### src/rtl/sport_pkg.sv
`timescale 1ns/1ps
package sport_pkg;

  typedef enum logic [1:0] {
    MD_SHIFT   = 2'b00,
    MD_TEN     = 2'b01,
    MD_FIXED11 = 2'b10,
    MD_TICK11  = 2'b11
  } sport_mode_e;

  function automatic logic has_ninth(sport_mode_e m);
    return (m == MD_FIXED11) || (m == MD_TICK11);
  endfunction

  function automatic logic is_active(sport_mode_e m);
    return m != MD_SHIFT;
  endfunction

  function automatic logic vote3(logic a, logic b, logic c);
    return (a & b) | (a & c) | (b & c);
  endfunction

  // A frame is kept unless the filter is on and the qualifying bit is low
  function automatic logic frame_keep(logic filt, logic qual);
    return !filt || qual;
  endfunction

  function automatic logic [10:0] build_frame(sport_mode_e m, logic [7:0] d, logic b9);
    return has_ninth(m) ? {1'b1, b9, d, 1'b0} : {2'b11, d, 1'b0};
  endfunction

endpackage

### src/rtl/sport_tick.sv
`timescale 1ns/1ps
module sport_tick
  import sport_pkg::*;
#(
  parameter int CLK_PER_BIT = 64,
  parameter int OSR         = 16
) (
  input  logic        clk,
  input  logic        rst_n,
  input  sport_mode_e mode,
  input  logic        ext_tick,
  input  logic        dbl,
  output logic        tick
);
  localparam int DIV_SLOW = CLK_PER_BIT / OSR;
  localparam int DIV_FAST = (DIV_SLOW / 2 > 0) ? DIV_SLOW / 2 : 1;
  localparam int CW       = $clog2(DIV_SLOW + 1);

  logic [CW-1:0] cnt;
  logic [CW-1:0] lim;
  logic          fix_hit;

  assign lim     = dbl ? CW'(DIV_FAST - 1) : CW'(DIV_SLOW - 1);
  assign fix_hit = (cnt >= lim);

  always_ff @(posedge clk or negedge rst_n) begin
    if (!rst_n)                               cnt <= '0;
    else if (mode != MD_FIXED11 || fix_hit)   cnt <= '0;
    else                                      cnt <= cnt + 1'b1;
  end

  always_comb begin
    case (mode)
      MD_TEN, MD_TICK11: tick = ext_tick;
      MD_FIXED11:        tick = fix_hit;
      default:           tick = 1'b0;
    endcase
  end

  AST_FIXED_TICK_GAP: assert property (@(posedge clk) disable iff (!rst_n)
    (mode == MD_FIXED11 && tick && !dbl) |=> !tick);

endmodule

### src/rtl/sport_tx.sv
`timescale 1ns/1ps
module sport_tx
  import sport_pkg::*;
#(
  parameter int OSR = 16
) (
  input  logic        clk,
  input  logic        rst_n,
  input  logic        tick,
  input  sport_mode_e mode,
  input  logic        start,
  input  logic [7:0]  data,
  input  logic        bit9,
  output logic        txd,
  output logic        busy,
  output logic        ti_set
);
  localparam int OCW = $clog2(OSR);

  logic [10:0]    shreg;
  logic [OCW-1:0] ocnt;
  logic [3:0]     idx;
  logic [3:0]     last;
  logic           bit_end;
  logic           launch;

  assign launch  = start && !busy && is_active(mode);
  assign bit_end = busy && tick && (ocnt == OCW'(OSR - 1));
  assign ti_set  = bit_end && (idx == last - 4'd1);
  assign txd     = busy ? shreg[0] : 1'b1;

  always_ff @(posedge clk or negedge rst_n) begin
    if (!rst_n) begin
      shreg <= '1;
      ocnt  <= '0;
      idx   <= '0;
      last  <= '0;
      busy  <= 1'b0;
    end else if (launch) begin
      shreg <= build_frame(mode, data, bit9);
      last  <= has_ninth(mode) ? 4'd10 : 4'd9;
      idx   <= '0;
      ocnt  <= '0;
      busy  <= 1'b1;
    end else if (busy && tick) begin
      if (bit_end) begin
        ocnt  <= '0;
        shreg <= {1'b1, shreg[10:1]};
        if (idx == last) busy <= 1'b0;
        else             idx  <= idx + 4'd1;
      end else begin
        ocnt <= ocnt + 1'b1;
      end
    end
  end

  AST_TXD_IDLE_HIGH: assert property (@(posedge clk) disable iff (!rst_n)
    !busy |-> txd);
  AST_TX_START_LOW: assert property (@(posedge clk) disable iff (!rst_n)
    $rose(busy) |-> !txd);
  AST_TX_QUIET_SHIFT: assert property (@(posedge clk) disable iff (!rst_n)
    (mode == MD_SHIFT && !busy) |=> !busy);

endmodule

### src/rtl/sport_rx.sv
`timescale 1ns/1ps
module sport_rx
  import sport_pkg::*;
#(
  parameter int OSR = 16
) (
  input  logic        clk,
  input  logic        rst_n,
  input  logic        tick,
  input  sport_mode_e mode,
  input  logic        ren,
  input  logic        filt,
  input  logic        rxd,
  output logic        load,
  output logic [7:0]  load_data,
  output logic        load_b8,
  output logic        ri_set,
  output logic        fe_set
);
  localparam int OCW = $clog2(OSR);
  localparam int MID = OSR / 2;

  typedef enum logic [2:0] {RX_IDLE, RX_START, RX_DATA, RX_NINTH, RX_STOP} rx_state_e;

  rx_state_e      state;
  logic           rx_m, rx_s;
  logic [OCW-1:0] ocnt;
  logic [2:0]     bcnt;
  logic [7:0]     shreg;
  logic           s_a, s_b;
  logic           vote;
  logic           bit_ev, ninth_ev, stop_ev, keep;

  assign vote     = vote3(s_a, s_b, rx_s);
  assign bit_ev   = tick && (state != RX_IDLE) && (ocnt == OCW'(MID + 1));
  assign ninth_ev = bit_ev && (state == RX_NINTH);
  assign stop_ev  = bit_ev && (state == RX_STOP);
  assign keep     = frame_keep(filt, vote);

  always_comb begin
    load      = 1'b0;
    load_data = shreg;
    load_b8   = vote;
    if (ninth_ev)                       load = keep;
    else if (stop_ev && mode == MD_TEN) load = keep;
    ri_set = load;
    fe_set = stop_ev && !vote;
  end

  always_ff @(posedge clk or negedge rst_n) begin
    if (!rst_n) begin
      rx_m <= 1'b1;
      rx_s <= 1'b1;
    end else begin
      rx_m <= rxd;
      rx_s <= rx_m;
    end
  end

  always_ff @(posedge clk or negedge rst_n) begin
    if (!rst_n) begin
      state <= RX_IDLE;
      ocnt  <= '0;
      bcnt  <= '0;
      shreg <= '0;
      s_a   <= 1'b1;
      s_b   <= 1'b1;
    end else if (!ren || !is_active(mode)) begin
      state <= RX_IDLE;
    end else if (state == RX_IDLE) begin
      if (tick && !rx_s) begin
        state <= RX_START;
        ocnt  <= OCW'(1);
        bcnt  <= '0;
      end
    end else if (tick) begin
      ocnt <= (ocnt == OCW'(OSR - 1)) ? '0 : ocnt + 1'b1;
      if (ocnt == OCW'(MID - 1)) s_a <= rx_s;
      if (ocnt == OCW'(MID))     s_b <= rx_s;
      if (bit_ev) begin
        case (state)
          RX_START: state <= vote ? RX_IDLE : RX_DATA;
          RX_DATA: begin
            shreg <= {vote, shreg[7:1]};
            bcnt  <= bcnt + 3'd1;
            if (bcnt == 3'd7) state <= has_ninth(mode) ? RX_NINTH : RX_STOP;
          end
          RX_NINTH: state <= RX_STOP;
          default:  state <= RX_IDLE;
        endcase
      end
    end
  end

  AST_RI_NEEDS_REN: assert property (@(posedge clk) disable iff (!rst_n)
    ri_set |-> (ren && is_active(mode)));
  AST_FILTER_BLOCKS: assert property (@(posedge clk) disable iff (!rst_n)
    (ninth_ev && filt && !vote) |-> !ri_set);

endmodule

### src/rtl/sport_top.sv
`timescale 1ns/1ps
module sport_top
  import sport_pkg::*;
#(
  parameter int CLK_PER_BIT = 64,
  parameter int OSR         = 16
) (
  input  logic       clk,
  input  logic       rst_n,
  input  logic       reg_sel,
  input  logic       wr_en,
  input  logic [7:0] wr_data,
  output logic [7:0] rd_data,
  input  logic       baud_tick,
  input  logic       dbl_rate,
  input  logic       fe_sel,
  input  logic       rxd,
  output logic       txd,
  output logic       irq
);
  logic        mode_hi, mode_lo, filt, ren, tb8, rb8, ti, ri, fe;
  logic [7:0]  rxbuf;
  logic        wr_ctrl, wr_buf;
  logic        tick, tx_busy, ti_set;
  logic        rx_load, rx_b8, ri_set, fe_set;
  logic [7:0]  rx_data;
  sport_mode_e mode;

  assign wr_ctrl = wr_en && !reg_sel;
  assign wr_buf  = wr_en &&  reg_sel;
  assign mode    = sport_mode_e'({mode_hi, mode_lo});

  sport_tick #(.CLK_PER_BIT(CLK_PER_BIT), .OSR(OSR)) u_tick (
    .clk(clk), .rst_n(rst_n), .mode(mode), .ext_tick(baud_tick),
    .dbl(dbl_rate), .tick(tick));

  sport_tx #(.OSR(OSR)) u_tx (
    .clk(clk), .rst_n(rst_n), .tick(tick), .mode(mode), .start(wr_buf),
    .data(wr_data), .bit9(tb8), .txd(txd), .busy(tx_busy), .ti_set(ti_set));

  sport_rx #(.OSR(OSR)) u_rx (
    .clk(clk), .rst_n(rst_n), .tick(tick), .mode(mode), .ren(ren),
    .filt(filt), .rxd(rxd), .load(rx_load), .load_data(rx_data),
    .load_b8(rx_b8), .ri_set(ri_set), .fe_set(fe_set));

  always_ff @(posedge clk or negedge rst_n) begin
    if (!rst_n) begin
      {mode_hi, mode_lo, filt, ren, tb8} <= '0;
    end else if (wr_ctrl) begin
      if (!fe_sel) mode_hi <= wr_data[7];
      mode_lo <= wr_data[6];
      filt    <= wr_data[5];
      ren     <= wr_data[4];
      tb8     <= wr_data[3];
    end
  end

  always_ff @(posedge clk or negedge rst_n) begin
    if (!rst_n) begin
      ti    <= 1'b0;
      ri    <= 1'b0;
      rb8   <= 1'b0;
      fe    <= 1'b0;
      rxbuf <= '0;
    end else begin
      ti <= ti_set | (wr_ctrl ? wr_data[1] : ti);
      ri <= ri_set | (wr_ctrl ? wr_data[0] : ri);
      if (rx_load)      rb8 <= rx_b8;
      else if (wr_ctrl) rb8 <= wr_data[2];
      if (fe_set)                                  fe <= 1'b1;
      else if (wr_ctrl && fe_sel && !wr_data[7])   fe <= 1'b0;
      if (rx_load) rxbuf <= rx_data;
    end
  end

  assign rd_data = reg_sel ? rxbuf
                           : {(fe_sel ? fe : mode_hi), mode_lo, filt, ren, tb8, rb8, ti, ri};
  assign irq     = ti | ri;

  AST_RI_SET_WINS: assert property (@(posedge clk) disable iff (!rst_n)
    ri_set |=> ri);
  AST_TI_SET_WINS: assert property (@(posedge clk) disable iff (!rst_n)
    ti_set |=> ti);
  AST_FE_STICKY: assert property (@(posedge clk) disable iff (!rst_n)
    (fe && !(wr_ctrl && fe_sel && !wr_data[7])) |=> fe);
  AST_MODE_KEPT_UNDER_FE: assert property (@(posedge clk) disable iff (!rst_n)
    (wr_ctrl && fe_sel) |=> $stable(mode_hi));

endmodule

### config.mk
export PLATFORM = sky130hd
export DESIGN_NAME = sport_top
export DESIGN_NICKNAME = d
export VERILOG_FILES = /design/src/rtl/sport_pkg.sv /design/src/rtl/sport_tick.sv /design/src/rtl/sport_tx.sv /design/src/rtl/sport_rx.sv /design/src/rtl/sport_top.sv
export SDC_FILE = /design/constraint.sdc
export NUM_CORES = 1
export LEC_CHECK = 0
export ABC_AREA = 1
export BUFFER_PORTS_ARGS = -buffer_cell sky130_fd_sc_hd__buf_4
export CORE_ASPECT_RATIO = 0.7
export CORE_MARGIN = 4
export CORE_UTILIZATION = 48
export DETAILED_ROUTE_END_ITERATION = 8
export PLACE_DENSITY_LB_ADDON = 0.15
export SYNTH_ARGS = -nofsm -noshare
export SYNTH_HDL_FRONTEND = slang
export SYNTH_SLANG_ARGS = --single-unit
export TNS_END_PERCENT = 100
### constraint.sdc
create_clock -name clk -period 1.8 [get_ports clk]
set_input_delay 0.18 -clock clk [delete_from_list [all_inputs] [get_ports clk]]
set_output_delay 0.18 -clock clk [all_outputs]
set_load 0.01 [all_outputs]
# Word-level counts from Yosys, hierarchy flattened
# Cells that the tools add are included.
[totals] register_bits=66 in_bits=16 output_inout_bits=10 elab_cells=162
[op_classes] add_sub_neg=6 n_lt_le_gt_ge=1 eq_ne=20 n_mux=48 bitwise_logic=11 reduce_logical=52
[ops] op="two-way mux 4 bit" count=11
[ops] op="two-way mux 3 bit" count=13
[ops] op="two-way mux 11 bit" count=3
[ops] op="nonzero test 2 bit" count=9
[ops] op="equality test 4 bit, second input constant" count=4
[ops] op="logical AND 1 bit" count=16
[ops] op="two-way mux 1 bit" count=14
[ops] op="adder 4 x 1 -> 4 bit, second input constant" count=3
[ops] op="AND reduction 4 bit" count=3
[ops] op="two-way mux 10 bit" count=1
[ops] op="AND reduction 5 bit" count=2
[ops] op="case mux 3 bit (3 select lines)" count=1
[ops] op="AND reduction 3 bit" count=3
[ops] op="nonzero test 3 bit" count=3
[ops] op="equality test 4 bit" count=2
[ops] op="zero test 1 bit" count=8
[ops] op="two-way mux 8 bit" count=1
[ops] op="adder 3 x 1 -> 3 bit, second input constant" count=2
[ops] op="equality test 3 x 2 -> 1 bit, second input constant" count=2
[ops] op="equality test 3 bit, second input constant" count=2
[ops] op="two-way mux 2 bit" count=3
[ops] op="OR 1 bit" count=5
[ops] op="equality test 2 bit, second input constant" count=2
[ops] op="equality test 4 x 3 -> 1 bit, second input constant" count=1
[ops] op="other kinds (15)" count=24

# Depth between registers and ports, before layout
[logic_depth] word_depth=10 ltp_mapped=11 depth_no_buf=11

# By module
# A second synthesis with hierarchy kept.
[unflattened] hier_cells=441 hier_area_um2=3502.1
[modules_own_cells] mod="sport_rx" instances=1 cells_each=167 area_per_inst_um2=1296.2
[modules_own_cells] mod="sport_tx" instances=1 cells_each=144 area_per_inst_um2=1192.4
[modules_own_cells] mod="sport_top" instances=1 cells_each=108 area_per_inst_um2=830.8
[modules_own_cells] mod="sport_tick" instances=1 cells_each=22 area_per_inst_um2=182.7

# Worst setup path after synthesis
# Ideal clock, no wire load.
[synth_timing] path_type="reg-to-reg" start="register u_tick.cnt[1]" end="register u_rx.state[2]" t_arrival_ns=1.389 required_time_ns=1.683 slack_ns=0.294 path_stages_with_launch=11 path_buffers=0 path_cell_list="dfrtp_1 -> ha_1 -> nand2_1 -> nand2_1 -> nand2_2 -> nand2_4 -> nand2_4 -> o21ai_2 -> nand2_1 -> nand2_1 -> nand2_1"
[synth_via] elab_chain_len=6
[synth_lines] element="from (decl)" line="sport_tick.sv:19" source="logic [CW-1:0] cnt;"
[synth_lines] element="from (signal assigned)" line="sport_tick.sv:29" source="else cnt <= cnt + 1'b1;"
[synth_lines] element=">= comparator 3 bit (*)" line="sport_tick.sv:24" source="assign fix_hit = (cnt >= lim);"
[synth_lines] element="case mux 1 bit (2 select lines) (*)" line="sport_tick.sv:33" source="case (mode)"
[synth_lines] element="logical AND 1 bit (2 in a row)" line="sport_rx.sv:35" source="assign bit_ev = tick && (state != RX_IDLE) && (ocnt == OCW'(MID + 1));"
[synth_lines] element="nonzero test 3 bit (no line)"
[synth_lines] element="AND reduction 4 bit (no line) (*)"
[synth_lines] element="to (signal assigned)" line="sport_rx.sv:82" source="RX_START: state <= vote ? RX_IDLE : RX_DATA;"
[synth_lines] element="to (signal assigned)" line="sport_rx.sv:86" source="if (bcnt == 3'd7) state <= has_ninth(mode) ? RX_NINTH : RX_STOP;"
[synth_lines] element="to (decl)" line="sport_rx.sv:25" source="rx_state_e state;"
# Every way passes the cells marked *; elsewhere a longest branch is shown, timed or not.
# A chain may end at the register's enable or synchronous reset.

# Worst setup path after layout
[layout_timing] start="register u_tick.cnt[1]" end="register u_tx.shreg[5]"
[layout_via] elab_chain_len=6
[layout_lines] element=">= comparator 3 bit (*)" line="sport_tick.sv:24"
[layout_lines] element="case mux 1 bit (2 select lines) (*)" line="sport_tick.sv:33"
[layout_lines] element="logical AND 1 bit (*)" line="sport_tx.sv:28, sport_tx.sv:45"
[layout_lines] element="logical AND 1 bit" line="sport_tx.sv:28" source="assign bit_end = busy && tick && (ocnt == OCW'(OSR - 1));"
[layout_lines] element="nonzero test 2 bit (no line)"
[layout_lines] element="AND reduction 2 bit (no line) (*)"
[layout_lines] element="to (signal assigned)" line="sport_tx.sv:40" source="shreg <= build_frame(mode, data, bit9);"
[layout_lines] element="to (signal assigned)" line="sport_tx.sv:48" source="shreg <= {1'b1, shreg[10:1]};"
[layout_lines] element="to (decl)" line="sport_tx.sv:20" source="logic [10:0] shreg;"
# Marks and branches as above.

==> flow_summary_export.csv <==
group,metric,value,unit
clocking,htreeDepth,3,
clocking,numCtsBuffers,9,
worst_setup_path,reg2regPathDepth,10,
yosys,synth_ff_type,"dfrtp_1",
floorplan,die_h,78.4,um
sta,fin_skew,0.00750,ns
cells_and_area,multi_input_area,1600,sq um
route,drt-total-wl,7.38,mm
yosys,ys_seq_area_frac,0.476,
cells_and_area,regArea,1620,sq um
sta,final_hold_viol_count,0,
worst_setup_path,path_buf_inv,1,
sta,finalCritPeriodShare,0.940,
clocking,cts.path.max_buffers,2,
cells_and_area,drive_gt1_frac,0.216,
floorplan,start_util,0.499,
worst_hold_path,holdPathEnd,"ren",
yosys,syn_nets,434,
yosys,syn_area,3400,sq um
route,first_iter_violations,125,
yosys,synthAdderAreaFrac,0.0368,
power_and_ir_drop,p_leak,0.00202,uW
worst_setup_path,cp_common_cell,"nand2_1",
floorplan,core,6820,sq um
yosys,synthMuxAreaShare,0,
placement,portBuffers,25,
cells_and_area,design_area,4000,sq um
cells_and_area,n_fill_cell,633,
route,wl_per_cell,13.4,um
sta,fmax,591,MHz
floorplan,ios,26,
sta,tns,0,ns
yosys,postSynthCellCount,408,
yosys,synth_xor_xnor_area_share,0.0155,
worst_setup_path,start_kind,"flop",
yosys,syn_avg_cell_area,8.34,sq um
floorplan,row_count,25,
clocking,cts_root_buf,"clkbuf_8",
cells_and_area,instances_no_fill,552,
clocking,clkLatencyLatePin,0.34,ns
worst_setup_path,cp_data_required_time,2.09,ns
floorplan,die_x,109,um
yosys,ys_ff_latch,64,
worst_setup_path,path_cells,"ha_1 > nand2_1 > nand2_1 > nand2_2 > nand2_4 > nand3_4 > nand2_8 > inv_1 > nand2_1 > nand2_1",
placement,finalWeightedCongestion,0.829,
cells_and_area,num_antenna_cells,0,
sta,slew_headroom,0.696,
worst_setup_path,r2r-start,"u_tick.cnt[1]",
yosys,ys_warn_count,0,
floorplan,design.die.area,8520,sq um
yosys,async_flop_share,1.00,
grt,antenna_found_initial,0,
grt,grt_pass1_vias,2687,
route,drc,0,
grt,grt_max_degree,35,
cells_and_area,areaGrowthSynthToFinish,17.5,%
sta,setup_violations,0,
sta,maxSlewViolCount,0,
worst_hold_path,min_path_cells,3,
sta,rsz0062_at_grt,"yes",
route,vias,2736,
yosys,synth_edf_count,0,
grt,grt_usage,0.192,
cells_and_area,fin_nets,479,
worst_hold_path,hold_path.class,"in -> reg",
yosys,synth_top_family_by_area,"simple AND/OR/NAND/NOR gates",
placement,placed_area,3730,sq um
run,maxCapViolations,0,
placement,hpwl,5.33,mm
worst_setup_path,worst-setup-path-type,"reg -> reg",
sta,max_slew.worst_pin.slew,0.457,ns
worst_setup_path,cpLargestDelayFamily,"simple AND/OR/NAND/NOR gates",
worst_setup_path,worst_ep_arrival_time,1.98,ns
worst_setup_path,r2r_end,"u_tx.shreg[5]",
grt,grt_pass1_wl,12.7,mm
placement,dpl.cell_count,528,
grt,grt-ovfl-total,0,
route,avgViaCountPerCell,4.96,
sta,min_period,1.69,ns
worst_setup_path,cp_max_fo,11,
clocking,cts_tree,"built",
worst_setup_path,cp-end-kind,"flop",
clocking,clkTransAtPathRegs,0.07,ns
power_and_ir_drop,power.density,1130,nW/um^2
yosys,synth_compound_area_frac,0.0990,
route,drt_pre_antenna_iters,4,
worst_setup_path,cpPeakStageDelay,0.38,ns
yosys,synth.distinct_cells,33,
yosys,synth-simple-area-share,0.312,
route,ant_nets,0,
worst_setup_path,r2r_slack,0.11,ns
worst_hold_path,hp-start,"wr_data[4]",
status,status,"finished, final reports clean",
clocking,clock-sinks,64,
power_and_ir_drop,irDropWorstVdd,0.496,mV
worst_setup_path,cp_slowest_cell,"dfrtp_1",
state kept, by name, summed over array words and instances (netlist names), 4 cells and up:
register	cells
u_tx.idx	4
u_tx.shreg	10
u_rx.ocnt	4
u_rx.load_data	8
u_tx.ocnt	4
rxbuf	8
layer usage:
layer,wire [um],share of wire,vias to the layer above,GRT usage
li1,-,-,1421,-
met1,3870,0.52,1275,0.281
met2,3190,0.43,35,0.276
met3,264,0.036,5,0.0542
met4,56,0.0076,0,0.0567
met5,0,0,-,0
synthesized netlist by cell type, types with 5 or more instances:
library cell  instances  area, sq um
ha_1                 10          125
nand4_1               7         43.8
nand2_1             118          443
dfstp_2              14          368
o21ai_0              27          135
nand3_1              37          185
nor2_4                5         56.3
nor2_1               23         86.3
inv_2                 6         22.5
a21oi_1              11         55.1
o211ai_1              8         60.1
nor3_1                5         25.0
nand2_2               5         31.3
inv_1                40          150
dfrtp_1              50         1250
o21ai_1               7         35.0
or2_2                 5         31.3
nand2_4               6         67.6
how the worst max path moves through the flow:
stage / endpoint / start / cells past startpoint / slack, ns
floorplan: u_rx.state[2] / u_tick.cnt[1] / 10 / 0.29
global placement: u_tx.shreg[5] / u_tick.cnt[1] / 10 / 0.12
detailed placement: u_tx.shreg[5] / u_tick.cnt[1] / 10 / 0.05
CTS: u_tx.shreg[5] / u_tick.cnt[1] / 10 / 0.04
global route: u_tx.shreg[4] / u_tick.cnt[1] / 10 / -0.01
finish: u_tx.shreg[5] / u_tick.cnt[1] / 10 / 0.11
layout make-up:
cell class,count,area share
tap,94,0.0294
clock inverter,3,0.0106
timing repair buffer,38,0.0757
sequential,64,0.405
multi-input combinational,293,0.399
clock buffer,13,0.0347
inverter,47,0.0454
metrics by stage:
stage	total power [uW]	utilization	worst slack, ns	hold slack, ns
3_3_place_gp	3270	0.547	0.121	0.170
3_5_place_dp	3310	0.547	0.0546	0.166
6_report	4510	0.586	0.108	0.0754
5_1_grt	4850	0.586	-0.0117	0.0918
2_1_floorplan	2950	-	0.294	-0.116
4_1_cts	4520	0.577	0.0442	0.0646
logic make-up (layout without fill, tap and decap cells):
kind of cell	Yosys count	count (layout)
xor+xnor	6	6
compound gates	59	59
fa+ha+maj	10	10
simple gates	218	218
flops	64	64
buf+inv	51	101
tightest hold or removal path, cell delays in order:
cell	delay, ns
buf_4	0.09
nand2_1	0.04
o21ai_0	0.07
where the power goes:
part           switching (uW)  internal (uW)  leakage (uW)
Combinational             796            498       0.00115
Sequential                230           1800      0.000784
Clock                     546            640     0.0000876
Total                    1570           2940       0.00202
cell usage in the layout (no fill, tap or decap), types with 3 or more instances in the layout:
cell type	count
nand3_4	3
or2_2	5
xor2_1	4
o211ai_1	8
dfrtp_1	50
nor2_4	5
nor2_1	23
nand4_1	7
a21oi_1	11
o21ai_0	27
o21ai_1	7
nand2_1	118
inv_1	40
buf_4	35
nor3_1	5
nand2_2	4
clkbuf_8	9
dfstp_2	14
clkbuf_1	4
ha_1	10
nand2_4	6
nand3_1	36
inv_2	6
what timing repair did:
| item | 4_1_cts | 5_1_grt |
|---|---|---|
| hold buffers | 2 | 0 |
| setup buffers | 0 | 6 |
| hold endpoints to repair | 29 | 0 |
| gates resized for setup | 0 | 5 |
| endpoints found under the setup margin | 0 | 13 |
Power figures use the tool's default switching activity.
